$ cat src/rtl/dts_pkg.sv
package dts_pkg;
  localparam int SRC_W   = 5;
  localparam int XCODE_W = 4;
  localparam int RNUM_W  = XCODE_W + 4;
  localparam int EXTINT_BASE  = 16;
  localparam int EXTINT_SLOTS = 8;
  localparam int TIMER_BASE   = 32;
  localparam int TIMER_SLOTS  = 16;
  localparam logic [3:0] PIN_CODE_HI = 4'b0111;

  function automatic logic is_pin_code(input logic [SRC_W-1:0] code);
    return code[SRC_W-1:1] == PIN_CODE_HI;
  endfunction
endpackage

$ cat src/rtl/dts_decode.sv
module dts_decode
  import dts_pkg::*;
#(
  parameter int N_EXTINT = 8,
  parameter int N_TIMER  = 6,
  parameter bit PIN_OK   = 1'b1
) (
  input  logic                clk,
  input  logic                rst_n,
  input  logic [SRC_W-1:0]    src_code,
  input  logic [XCODE_W-1:0]  ext_code,
  input  logic [N_EXTINT-1:0] ext_irq,
  input  logic [N_TIMER-1:0]  tmr_irq,
  input  logic                ext_req,
  output logic                sel_raw
);
  localparam int EI_USE = (N_EXTINT > EXTINT_SLOTS) ? EXTINT_SLOTS : N_EXTINT;
  localparam int TM_USE = (N_TIMER > TIMER_SLOTS) ? TIMER_SLOTS : N_TIMER;

  logic [RNUM_W-1:0] rnum;
  logic [EI_USE-1:0] ei_hit;
  logic [TM_USE-1:0] tm_hit;

  assign rnum = {ext_code, src_code[3:0]};

  for (genvar i = 0; i < EI_USE; i++) begin : g_ei
    assign ei_hit[i] = (rnum == RNUM_W'(EXTINT_BASE + i)) && ext_irq[i];
  end
  for (genvar j = 0; j < TM_USE; j++) begin : g_tm
    assign tm_hit[j] = (rnum == RNUM_W'(TIMER_BASE + j)) && tmr_irq[j];
  end

  always_comb begin
    if (src_code[SRC_W-1])
      sel_raw = |ei_hit || |tm_hit;
    else if (is_pin_code(src_code))
      sel_raw = PIN_OK && ext_req;
    else
      sel_raw = 1'b0;
  end

  // reserved request numbers stay silent
  p_reserved_quiet_r2: assert property (@(posedge clk) disable iff (!rst_n)
    (src_code[SRC_W-1] && rnum >= RNUM_W'(24) && rnum <= RNUM_W'(31)) |-> !sel_raw);
  // plain primary codes select nothing
  p_plain_quiet_r9: assert property (@(posedge clk) disable iff (!rst_n)
    (!src_code[SRC_W-1] && !is_pin_code(src_code)) |-> !sel_raw);
  // pin codes on a channel without the pin stay silent
  p_pin_absent_r5: assert property (@(posedge clk) disable iff (!rst_n)
    (!PIN_OK && is_pin_code(src_code)) |-> !sel_raw);
endmodule

$ cat src/rtl/dts_edge.sv
module dts_edge (
  input  logic clk,
  input  logic rst_n,
  input  logic sel_raw,
  input  logic edge_en,
  input  logic sw_trig,
  input  logic ack,
  output logic pend
);
  logic sel_q, sw_q, hit;

  assign hit = (edge_en && sel_raw && !sel_q) || (sw_trig && !sw_q);

  always_ff @(posedge clk or negedge rst_n) begin
    if (!rst_n) begin
      sel_q <= 1'b0;
      sw_q  <= 1'b0;
      pend  <= 1'b0;
    end else begin
      sel_q <= sel_raw;
      sw_q  <= sw_trig;
      pend  <= hit || (pend && !ack);
    end
  end

  // an unaccepted request is held
  p_pend_held_r3: assert property (@(posedge clk) disable iff (!rst_n)
    (pend && !ack) |=> pend);
  // software edge always raises a request
  p_sw_sets_r4: assert property (@(posedge clk) disable iff (!rst_n)
    (sw_trig && !sw_q) |=> pend);
  // no new request while the source stays high and nothing else fires
  p_one_per_edge_r10: assert property (@(posedge clk) disable iff (!rst_n)
    (pend && ack && sel_q && sel_raw && !(sw_trig && !sw_q)) |=> !pend);
endmodule

$ cat src/rtl/dts_level.sv
module dts_level
  import dts_pkg::*;
#(
  parameter bit PIN_OK = 1'b1
) (
  input  logic             clk,
  input  logic             rst_n,
  input  logic             demand_mode,
  input  logic [SRC_W-1:0] src_code,
  input  logic             ext_req,
  output logic             lvl_q,
  output logic             cfg_err
);
  logic legal;
  assign legal = is_pin_code(src_code);

  always_ff @(posedge clk or negedge rst_n) begin
    if (!rst_n) begin
      lvl_q   <= 1'b0;
      cfg_err <= 1'b0;
    end else begin
      lvl_q   <= demand_mode && legal && PIN_OK && ext_req;
      cfg_err <= cfg_err || (demand_mode && !legal);
    end
  end

  // level request follows the pin one cycle late
  p_level_tracks_r6: assert property (@(posedge clk) disable iff (!rst_n)
    (demand_mode && legal) |=> (lvl_q == (PIN_OK && $past(ext_req))));
  // no level request outside demand mode
  p_level_off_r6: assert property (@(posedge clk) disable iff (!rst_n)
    !demand_mode |=> !lvl_q);
  // illegal demand code flags an error
  p_illegal_flags_r7: assert property (@(posedge clk) disable iff (!rst_n)
    (demand_mode && !legal) |=> cfg_err);
  // error flag is sticky
  p_err_sticky_r7: assert property (@(posedge clk) disable iff (!rst_n)
    cfg_err |=> cfg_err);
endmodule

$ cat src/rtl/dma_trig_select.sv
module dma_trig_select
  import dts_pkg::*;
#(
  parameter int CHAN_IDX      = 0,
  parameter int EXT_REQ_CHANS = 3,
  parameter int N_EXTINT      = 8,
  parameter int N_TIMER       = 6
) (
  input  logic                clk,
  input  logic                rst_n,
  input  logic [4:0]          src_code,
  input  logic [3:0]          ext_code,
  input  logic                demand_mode,
  input  logic                sw_trig,
  input  logic [N_EXTINT-1:0] ext_irq,
  input  logic [N_TIMER-1:0]  tmr_irq,
  input  logic                ext_req,
  input  logic                req_ready,
  output logic                req_valid,
  output logic                cfg_err
);
  localparam bit PIN_OK = (CHAN_IDX < EXT_REQ_CHANS);

  logic sel_raw, pend, lvl_q;

  dts_decode #(.N_EXTINT(N_EXTINT), .N_TIMER(N_TIMER), .PIN_OK(PIN_OK)) u_decode (
    .clk(clk), .rst_n(rst_n), .src_code(src_code), .ext_code(ext_code),
    .ext_irq(ext_irq), .tmr_irq(tmr_irq), .ext_req(ext_req), .sel_raw(sel_raw)
  );

  dts_edge u_edge (
    .clk(clk), .rst_n(rst_n), .sel_raw(sel_raw), .edge_en(!demand_mode),
    .sw_trig(sw_trig), .ack(req_ready), .pend(pend)
  );

  dts_level #(.PIN_OK(PIN_OK)) u_level (
    .clk(clk), .rst_n(rst_n), .demand_mode(demand_mode), .src_code(src_code),
    .ext_req(ext_req), .lvl_q(lvl_q), .cfg_err(cfg_err)
  );

  assign req_valid = pend || lvl_q;

  // a rising selected source outside demand mode yields a request next cycle
  p_edge_request_r3: assert property (@(posedge clk) disable iff (!rst_n)
    (!demand_mode && $rose(sel_raw)) |=> req_valid);
endmodule

$ cat config.mk
export PLATFORM = sky130hd
export DESIGN_NAME = dma_trig_select
export DESIGN_NICKNAME = d
export VERILOG_FILES = /design/src/rtl/dts_pkg.sv /design/src/rtl/dts_decode.sv /design/src/rtl/dts_edge.sv /design/src/rtl/dts_level.sv /design/src/rtl/dma_trig_select.sv
export SDC_FILE = /design/constraint.sdc
export NUM_CORES = 1
export LEC_CHECK = 0
export ABC_AREA = 1
export ABC_CLOCK_PERIOD_IN_PS = 1500
export BUFFER_PORTS_ARGS = -buffer_cell sky130_fd_sc_hd__buf_2
export CAP_MARGIN = 20
export CORE_AREA = 10 10 47 49
export DETAILED_ROUTE_END_ITERATION = 16
export DIE_AREA = 0 0 57 59
export PLACE_DENSITY = 0.66
export SKIP_CTS_REPAIR_TIMING = 1
export SLEW_MARGIN = 0
export SYNTH_ARGS = -nofsm -noshare
export SYNTH_HDL_FRONTEND = slang
export SYNTH_HIERARCHICAL = 1
export SYNTH_SLANG_ARGS = --single-unit
$ cat constraint.sdc
create_clock -name clk -period 1.5 [get_ports clk]
set_input_delay 0.3 -clock clk [delete_from_list [all_inputs] [get_ports clk]]
set_output_delay 0.3 -clock clk [all_outputs]
set_load 0.01 [all_outputs]
# Word level (Yosys, flattened, before mapping)
# Index checks and enable logic that the tools add are counted.
# W data, S select, Z words.
totals:
  ff_bits: 5
  in_bits: 29
  out_inout_bits: 2
op_classes:
  n_eq_ne: 15
  mux: 2
  reduce_logical: 33
ops:
  columns: ["operator", "count"]
  rows:
  - ["$eq A8 B5 Y1 const B", 8]
  - ["$eq A8 B6 Y1 const B", 6]
  - ["$logic_and A1 B1 Y1", 21]
  - ["$reduce_or A8 Y1", 1]
  - ["$reduce_or A6 Y1", 1]
  - ["$logic_not A1 Y1", 5]
  - ["$logic_or A1 B1 Y1", 5]
  - ["$eq A4 B3 Y1 const B", 1]
  - ["$mux W1", 2]

# Longest topological paths before layout
# Gate-level depths: netlist of run 1.
logic_depth:
  depth_word: 9
  ltp_mapped: 12
  depth_no_buf: 12

# Modules after synthesis
# The synthesis of run 1 kept the hierarchy.
by_module_without_submodules:
  columns: ["mod", "instances", "cells_each", "area_each_um2"]
  rows:
  - ["dts_decode", 1, 49, 219.0]
  - ["dts_edge", 1, 10, 103.8]
  - ["dts_level", 1, 12, 90.1]
  - ["dma_trig_select", 1, 4, 15.0]

# Least setup slack after synthesis of run 1
# OpenSTA, ideal clock, no wires.
synth_path:
  kind: "in2reg"
  start: "in src_code[1]"
  end: "reg u_edge.pend"
  arrival_time_ns: 1.012
  t_required_ns: 1.432
  slack_ns: 0.419
  stages: 11
  path_buffers: 0
  path_cell_list: "nor2_1 nand2_1 nand2_1 o21ai_2 nand2_1 nand2_1 nand2_1 nand2_1 nand2_1 nand3_1 nand3_1"
synth_via:
  elab_chain_len: 9
  word_cells_on_any_way: 38
synth_lines:
  columns: ["item", "line", "rtl"]
  rows:
  - ["start, declared", "dma_trig_select.sv:11", "input logic [4:0] src_code,"]
  - ["$eq A8 B5 Y1 or $eq A8 B6 Y1 (tied branches)", "dts_decode.sv:27, dts_decode.sv:30", null]
  - ["$logic_and A1 B1 Y1, on equally long branches", "dts_decode.sv:27, dts_decode.sv:30", null]
  - ["$reduce_or A8 Y1 or $reduce_or A6 Y1 (tied branches)", "dts_decode.sv:35", "sel_raw = |ei_hit || |tm_hit;"]
  - ["$logic_or A1 B1 Y1", "dts_decode.sv:35", null]
  - ["$mux W1 (*)", "dts_decode.sv:34", "if (src_code[SRC_W-1])"]
  - ["named net sel_raw", "dma_trig_select.sv:24", "logic sel_raw, pend, lvl_q;"]
  - ["$logic_and A1 B1 Y1 (*) (2 in series)", "dts_edge.sv:12", "assign hit = (edge_en && sel_raw && !sel_q) || (sw_trig && !sw_q);"]
  - ["$logic_or A1 B1 Y1 (*)", "dts_edge.sv:12", null]
  - ["$logic_or A1 B1 Y1 (*)", "dts_edge.sv:22", "pend <= hit || (pend && !ack);"]
  - ["end signal, assigned", "dts_edge.sv:22", null]
  - ["end, declared", "dts_edge.sv:8", "output logic pend"]
# The timed path passes the listed nets; every way through them passes the cells marked *.

# Worst setup path after layout of run 1
# Same ends and word-level chain as after synthesis.

==> metrics.md, run 1 <==
| Metric | Value |
|---|---|
| Outcome | finished, final reports clean |
| Num CTS Buffers | 3 |
| Antenna cell count | 0 |
| Crit path kind | in -> reg |
| Grt ovf | 0 |
| Post-synth top area cell | dfrtp_1 |
| WL final | 1310 um |
| Total GRT Usage | 0.0834 |
| Sw Share | 0.273 |
| Sum of negative setup slack | 0 ps |
| Unrepaired setup endpoints after global routing | no |
| F_max | 0.859 GHz |
| Avg Cell Area, Syn | 5.71 um2 |
| Max-Cap Viols | 0 |
| Dpl ws | 102 ps |
| Post-Syn Area | approximately 430 um2 |
| Measured slew at the worst slew-check pin | approximately 230 ps |
| Syn-to-layout area delta | 48.2% |
| Distinct cells, synth | 12 |
| Hold depth | 1 |
| Final setup violation count | 0 |
| Initial core utilization | 0.305 |
| Htree depth | 1 |
| Maximum VDD drop | between 0.15 and 0.2 mV |
| Slew margin rel. | 0.842 |
| GRT Max-Usage Layer | met2 |
| Clock buffer depth | 2 |
| Most used DFF post-synth | dfrtp_1 |
| Largest delay share family, worst path | simple AND/OR/NAND/NOR gates |
| Cell leakage power | around 0.4 nW |
| Async S/R FF share, synth | 1.00 |
| Vias per Instance | 4.40 |
| Fin. Hold Viols | 0 |
| Tcrit/Tclk final | 0.776 |
| IO buf count | 30 |
| Mapped Cells | 75 |
| R2R cell count | 3 |
| Slowest stage delay, CP | 220 ps |
| Hold_sp | sw_trig |
| Worst path buffer plus inverter count | 1 |
| Tmin final | ~1200 ps |
| Met3 global-route usage | 0.0429 |
| Crit-path max FO | 8 |
| Critical path capture point type | flop |
| Fin. max-slew vios | 0 |
| Router iterations before antenna repair | 4 |
| Die width | roughly 57 um |
| Mapped Nets | roughly 100 |
| CTS sink cnt | 5 |
| DR WL/cell | ~10 um |
| Post-detailed-route DRC marker count | 0 |
| Placed cell count | 121 |
| M1 GR Usage | 0.0830 |
| Nets | 140 |
| Synth Warn # | 6 |
| WHS Endpoint | u_edge/sw_q$_DFF_PN0_ |
| Global-route wire length before repair | roughly 2300 um |
| CTS tree | built |
| Core area | 1400 um2 |
| Die Area | 3360 um2 |
| Worst Path Arrival | 1340 ps |
| Req. time, crit path | 1670 ps |
| Via count | about 550 |
| GR Util met2 | 0.136 |
| Clock power frac | 0.388 |
| Area of the multi-input gates | 246 um2 |
| Worst setup SP type | primary input |
| Post-synth EDFFs | 0 |
| Skew final | 0.661 ps |
| CP max-delay cell | nor2_1 |
| Final worst setup slack | between 300 and 400 ps |
| Placement Rows | 14 |
| Post-DP HPWL | 1150 um |
| PD cells | about 630 nW/um2 |
| Post-synth top area share | 0.292 |
| Die height | 59 um |
| Filler cell count | 156 |
| Top cells by count, synth | nand2_1 (28), inv_1 (14), nand3_1 (13) |
| Fraction of layout cells with a size suffix above 1 | 0.345 |
| Switching Power | between 0.1 and 0.15 mW |
| Drt first-iter violations | 15 |
| Most frequent cell after synthesis | nand2_1 |
| Clock Latency Late Sink | 240 ps |
| Worst path cell trace | buf_2 -> nor2_1 -> nand2_1 -> nand2_1 -> o21ai_2 -> nand2_1 -> nand2_1 -> nand2_1 -> nand2_1 -> nand2_1 -> nand3_1 -> nand3_1 |
| R2R Setup Slk | about 870 ps |
| Post-synthesis sequential area ratio | 0.292 |
| I/O pins | 31 |
| Register area | 125 um2 |
| Root Buffer | clkbuf_4 |
| Reg2reg end | u_edge/pend$_DFF_PN0_ |
| Total Power | 0.397 mW |
| Class of the worst hold path | in -> reg |
| #FFs+latches synth | 5 |
| CP most frequent cell | nand2_1 |
| Post-route antenna net violation count | 0 |
| Reg clk slew, reported paths | roughly 40 ps |
| P_int | about 0.29 mW |
| Synth top area cells | dfrtp_1 (29%), nand2_1 (25%), nand3_1 (15%), inv_1 (12%), nor2_1 (6.1%) |
| Layout Cells excl Fill | 126 |
| Largest net degree at the start of global routing | 9 |
| Combinational fraction of design power | 0.253 |
| Sequential fraction of design power | 0.359 |
| Initial antenna violation count | 0 |
| Placer Congestion | 0.738 |
| Vias in the first global route | 593 |
| Reg-to-reg startpoint | u_edge/sel_q$_DFF_PN0_ |
## metal layers
layer  vias to the layer above  wire, um
met5                         -         0
met4                         0         0
met1                       232       580
li1                        299         -
met2                        23       622
met3                         0       107
## registers in the layout (all words and copies together) (netlist names)
register	flops
u_level/cfg_err	1
u_edge/pend	1
u_edge/sw_q	1
u_edge/sel_q	1
u_level/lvl_q	1
## cells in the final DEF, fill, tap and decap left out, drive strengths merged
cell type    instances
buf                 30
nand2               28
inv                 15
nand3               13
nor2                10
dfrtp                5
clkbuf               4
dlygate4sd3          1
o21ai                1
nor3                 1
nor4                 1
nand4                1
## per-stage QoR
stage	util	cell area, um2	hold WS, ps
6_report	0.453	634	181
5_1_grt	0.453	634	175
4_1_cts	0.446	624	-142
3_5_place_dp	0.427	598	120
3_3_place_gp	0.427	598	117
2_1_floorplan	-	428	4.41
## power by group through the flow
stage	logic (mW)	clock network (mW)	registers, mW
after floorplan	0.0421	0	0.144
after global placement	0.0985	0	0.144
after detailed placement	0.0992	0	0.144
after CTS	0.0994	0.162	0.142
after global routing	0.115	0.178	0.143
final	0.100	0.154	0.142
## worst max-delay path by stage
stage	end	slack, ps	start	cells past startpoint
after CTS	u_edge/pend$_DFF_PN0_	350	src_code[1]	12
after global placement	u_edge/pend$_DFF_PN0_	170	src_code[1]	12
after floorplan	u_edge/pend$_DFF_PN0_	420	src_code[1]	11
after global routing	u_edge/pend$_DFF_PN0_	150	src_code[1]	12
after detailed placement	u_edge/pend$_DFF_PN0_	100	src_code[1]	12
final	u_edge/pend$_DFF_PN0_	340	src_code[1]	12
## cell families after synthesis
| logic type | Yosys count | share of synthesized area |
|---|---|---|
| AND/OR/NAND/NOR | 54 | 0.556 |
| flip-flops | 5 | 0.292 |
| buffers and inverters | 15 | 0.132 |
| AO/OA/AOI/OAI | 1 | 0.0205 |
## area by class of cell
class / instances / area share
Multi-Input combinational cell: 55 / 0.389
Timing Repair Buffer: 31 / 0.252
Sequential cell: 5 / 0.197
Inverter: 15 / 0.0888
Clock buffer: 4 / 0.0414
Tap cell: 16 / 0.0316
No activity file was read; power rests on OpenSTA's default activity.
==> run 2: changes to the inputs <==
--- a/config.mk
+++ b/config.mk
@@ -5,14 +5,13 @@
 export SDC_FILE = /design/constraint.sdc
 export NUM_CORES = 1
 export LEC_CHECK = 0
-export ABC_AREA = 1
-export ABC_CLOCK_PERIOD_IN_PS = 1500
+export ABC_AREA = 0
+export ABC_CLOCK_PERIOD_IN_PS = 1100
 export BUFFER_PORTS_ARGS = -buffer_cell sky130_fd_sc_hd__buf_2
 export CAP_MARGIN = 20
 export CORE_AREA = 10 10 47 49
 export DETAILED_ROUTE_END_ITERATION = 16
 export DIE_AREA = 0 0 57 59
-export PLACE_DENSITY = 0.66
 export SKIP_CTS_REPAIR_TIMING = 1
 export SLEW_MARGIN = 0
 export SYNTH_ARGS = -nofsm -noshare
==> constraint.sdc (replaced) <==
create_clock -name clk -period 1.1 [get_ports clk]
set_input_delay 0.22 -clock clk [delete_from_list [all_inputs] [get_ports clk]]
set_output_delay 0.22 -clock clk [all_outputs]
set_load 0.01 [all_outputs]
==> metrics.md, run 2 <==
| Metric | Value |
|---|---|
| Maximum VDD drop | 0.326 mV (+72%) |
| Largest net degree at the start of global routing | 8 (-1) |
| Slowest stage delay, CP | 470 ps (+250 ps) |
| Global-route wire length before repair | 1940 um (-16%) |
| Root Buffer | clkbuf_4 |
| Post-Syn Area | 374 um2 (-13%) |
| Die height | 59 um (unchanged) |
| Req. time, crit path | 1210 ps (-460 ps) |
| Reg2reg end | u_edge/pend$_DFF_PN0_ |
| Class of the worst hold path | in -> reg |
| DR WL/cell | 12.9 um (+24%) |
| #FFs+latches synth | 5 (unchanged) |
| Cell leakage power | 0.311 nW (-24%) |
| Worst path cell trace | buf_8 -> mux4_2 -> nor2b_1 -> o2111ai_1 -> o211ai_1 -> nand2_1 -> o221ai_2 |
| Largest family of logic cells by synthesized area | simple AND/OR/NAND/NOR gates |
| Antenna cell count | 0 (unchanged) |
| Hold_sp | sw_trig |
| F_max | 0.765 GHz |
| CTS tree | built |
| Post-synth EDFFs | 0 (unchanged) |
| Tmin final | 1310 ps |
| Core area | 1400 um2 (unchanged) |
| R2R Setup Slk | 450 ps (-420 ps) |
| Compound-Gate Fraction of Synth Area | 0.140 (+0.120) |
| Mapped Cells | 36 (-52%) |
| Placer Congestion | 0.793 (+7.4%) |
| Htree depth | 1 (unchanged) |
| Die width | 57 um (unchanged) |
| Via count | 438 (-21%) |
| Leading cell type in the layout, fill and taps excluded | buf_2 |
| Outcome | complete, but fails checks |
| Grt ovf | 0 (unchanged) |
| Fin. max-slew vios | 0 (unchanged) |
| Top cells by count, synth | dfrtp_1 (5), mux2i_1 (5) |
| Placed cell count | 86 (-29%) |
| Vias per Instance | 4.81 (+9.5%) |
| Post-DP HPWL | 1060 um (-7.8%) |
| Mapped Nets | 65 (-38%) |
| CP max-delay cell | mux4_2 |
| Async S/R FF share, synth | 1.00 (unchanged) |
| Most frequent cells in the layout | buf_2 (29), buf_4 (5), mux2i_1 (5), dfrtp_1 (5), clkbuf_4 (3) |
| Post-detailed-route DRC marker count | 0 (unchanged) |
| Reg clk slew, reported paths | 40 ps (about the same) |
| Crit-path max FO | 2 (-6) |
| Drt first-iter violations | 8 (-7) |
| Critical path capture point type | flop |
| Core Util, Final | 0.440 (-0.0125) |
| Initial antenna violation count | 0 (unchanged) |
| Synth Warn # | 6 (unchanged) |
| WL final | 1180 um (-10%) |
| Layout Cells excl Fill | 91 (-28%) |
| Post-synth top area share | 0.334 (+0.0421) |
| Post-route antenna net violation count | 0 (unchanged) |
| Post-synthesis sequential area ratio | 0.334 (+0.0421) |
| Violations in the final reports | setup timing |
| Mux share of post-synthesis cell area | 0.194 (+0.194) |
| CTS sink cnt | 5 (unchanged) |
| Placement Rows | 14 (unchanged) |
| Vias in the first global route | 491 (-17%) |
| WHS Endpoint | u_edge/sw_q$_DFF_PN0_ |
| Avg Cell Area, Syn | 10.4 um2 (+82%) |
| Design area | 617 um2 (-2.8%) |
| Clock Latency Late Sink | 230 ps (about the same) |
| Dpl ws | -473 ps (-576 ps) |
| IO buf count | 30 (unchanged) |
| I/O pins | 31 (unchanged) |
| Reg-to-reg startpoint | u_edge/pend$_DFF_PN0_ |
| Most used DFF post-synth | dfrtp_1 |
| Nets | 105 (-25%) |
| Crit path kind | in -> reg |
| Final hold slack | 108 ps (-73.4 ps) |
| Simple logic cell fraction of the synthesized area | 0.281 (-0.275) |
| Syn-to-layout area delta | 64.9% |
| Synth top area cells | dfrtp_1 (33%), mux2i_1 (13%), mux4_2 (6.0%), nor4b_1 (4.7%), nor3b_1 (4.0%) |
| Synth Area in Adders | 0 (unchanged) |
| Post-synth top area cell | dfrtp_1 |
| PD cells | 876 nW/um2 (+40%) |
| Die Area | 3360 um2 (unchanged) |
| Final setup violation count | 3 (+3) |
| Total GRT Usage | 0.0708 (-0.0126) |
| Final worst setup slack | -207 ps (-543 ps) |
| Worst Path Arrival | 1420 ps (+80 ps) |
| Skew final | 0.0309 ps (-0.630 ps) |
| Distinct cells, synth | 23 (+11) |
| Num CTS Buffers | 3 (unchanged) |
| Router iterations before antenna repair | 4 (unchanged) |
| Initial core utilization | 0.267 (-0.0384) |
| Unrepaired setup endpoints after global routing | yes |
| Xor/xnor cell area share of the yosys netlist | 0 (unchanged) |
| Max-Cap Viols | 0 (unchanged) |
| Slew margin rel. | 0.829 (-0.0128) |
| Hold depth | 1 (unchanged) |
| Clock buffer depth | 2 (unchanged) |
| Fin. Hold Viols | 0 (unchanged) |
| Worst setup SP type | primary input |
| Tcrit/Tclk final | 1.19 |
| R2R cell count | 2 (-1) |
| Measured slew at the worst slew-check pin | 252 ps (+17.9 ps) |
| DP Area | 571 um2 (-4.6%) |
| Fraction of layout cells with a size suffix above 1 | 0.533 (+0.188) |
## run 2: changes by cell type after synthesis, sizes merged, moves of 2 or more
cell	delta
mux2i	+5
nor2	-8
nor4b	+2
inv	-13
nand3	-13
nor3b	+2
nand2	-26
## run 2: routing by layer
layer  wire length [um]  global-route usage  up-vias  share of wire
met1                511              0.0722      191           0.43
met4                 25              0.0503        0          0.021
met5                  0                   0        -              0
met2                486               0.101       25           0.41
met3                152              0.0494        4           0.13
li1                   -                   -      218              -
## run 2: report_power, final
group | total, mW | internal, mW | leakage (nW) | switching [mW]
Sequential | 0.194 | 0.192 | 0.0601 | 0.00228
Combinational | 0.143 | 0.0873 | 0.236 | 0.0561
Clock | 0.203 | 0.137 | 0.0150 | 0.0665
Total | 0.540 | 0.415 | 0.311 | 0.125
## run 2: kinds of logic after synthesis
group / Yosys count
flops: 5
compound gates: 6
simple gates: 16
mux: 6
buf+inv: 3
## run 2: stage by stage
step                      total power [mW]  setup TNS (ps)
after floorplan                      0.253            -641
final                                0.540            -279
after CTS                            0.546            -333
after global placement               0.333            -722
after global routing                 0.575            -408
after detailed placement             0.335            -763
## run 2: worst max-delay path by stage
stage | start | endpoint | slack, ps
4_1_cts | src_code[0] | u_edge/pend$_DFF_PN0_ | -230
5_1_grt | src_code[0] | u_edge/pend$_DFF_PN0_ | -260
3_5_place_dp | src_code[0] | u_edge/pend$_DFF_PN0_ | -470
2_1_floorplan | src_code[0] | u_edge/pend$_DFF_PN0_ | -400
3_3_place_gp | src_code[0] | u_edge/pend$_DFF_PN0_ | -440
6_report | src_code[0] | u_edge/pend$_DFF_PN0_ | -210
## run 2: worst max-delay path, delay by kind of cell
| family | cells | cell delay (ps) |
|---|---|---|
| mux | 1 | 470 |
| compound gates | 3 | 420 |
| simple gates | 2 | 240 |
| buf+inv | 1 | 70 |
## run 2: cell type report
cell class,count,area (um2)
Clock buffer,4,26.3
Fill cell,155,785
Inverter,2,7.51
Multi-Input combinational cell,28,230
Sequential cell,5,125
Tap cell,16,20.0
Timing Repair Buffer,36,208
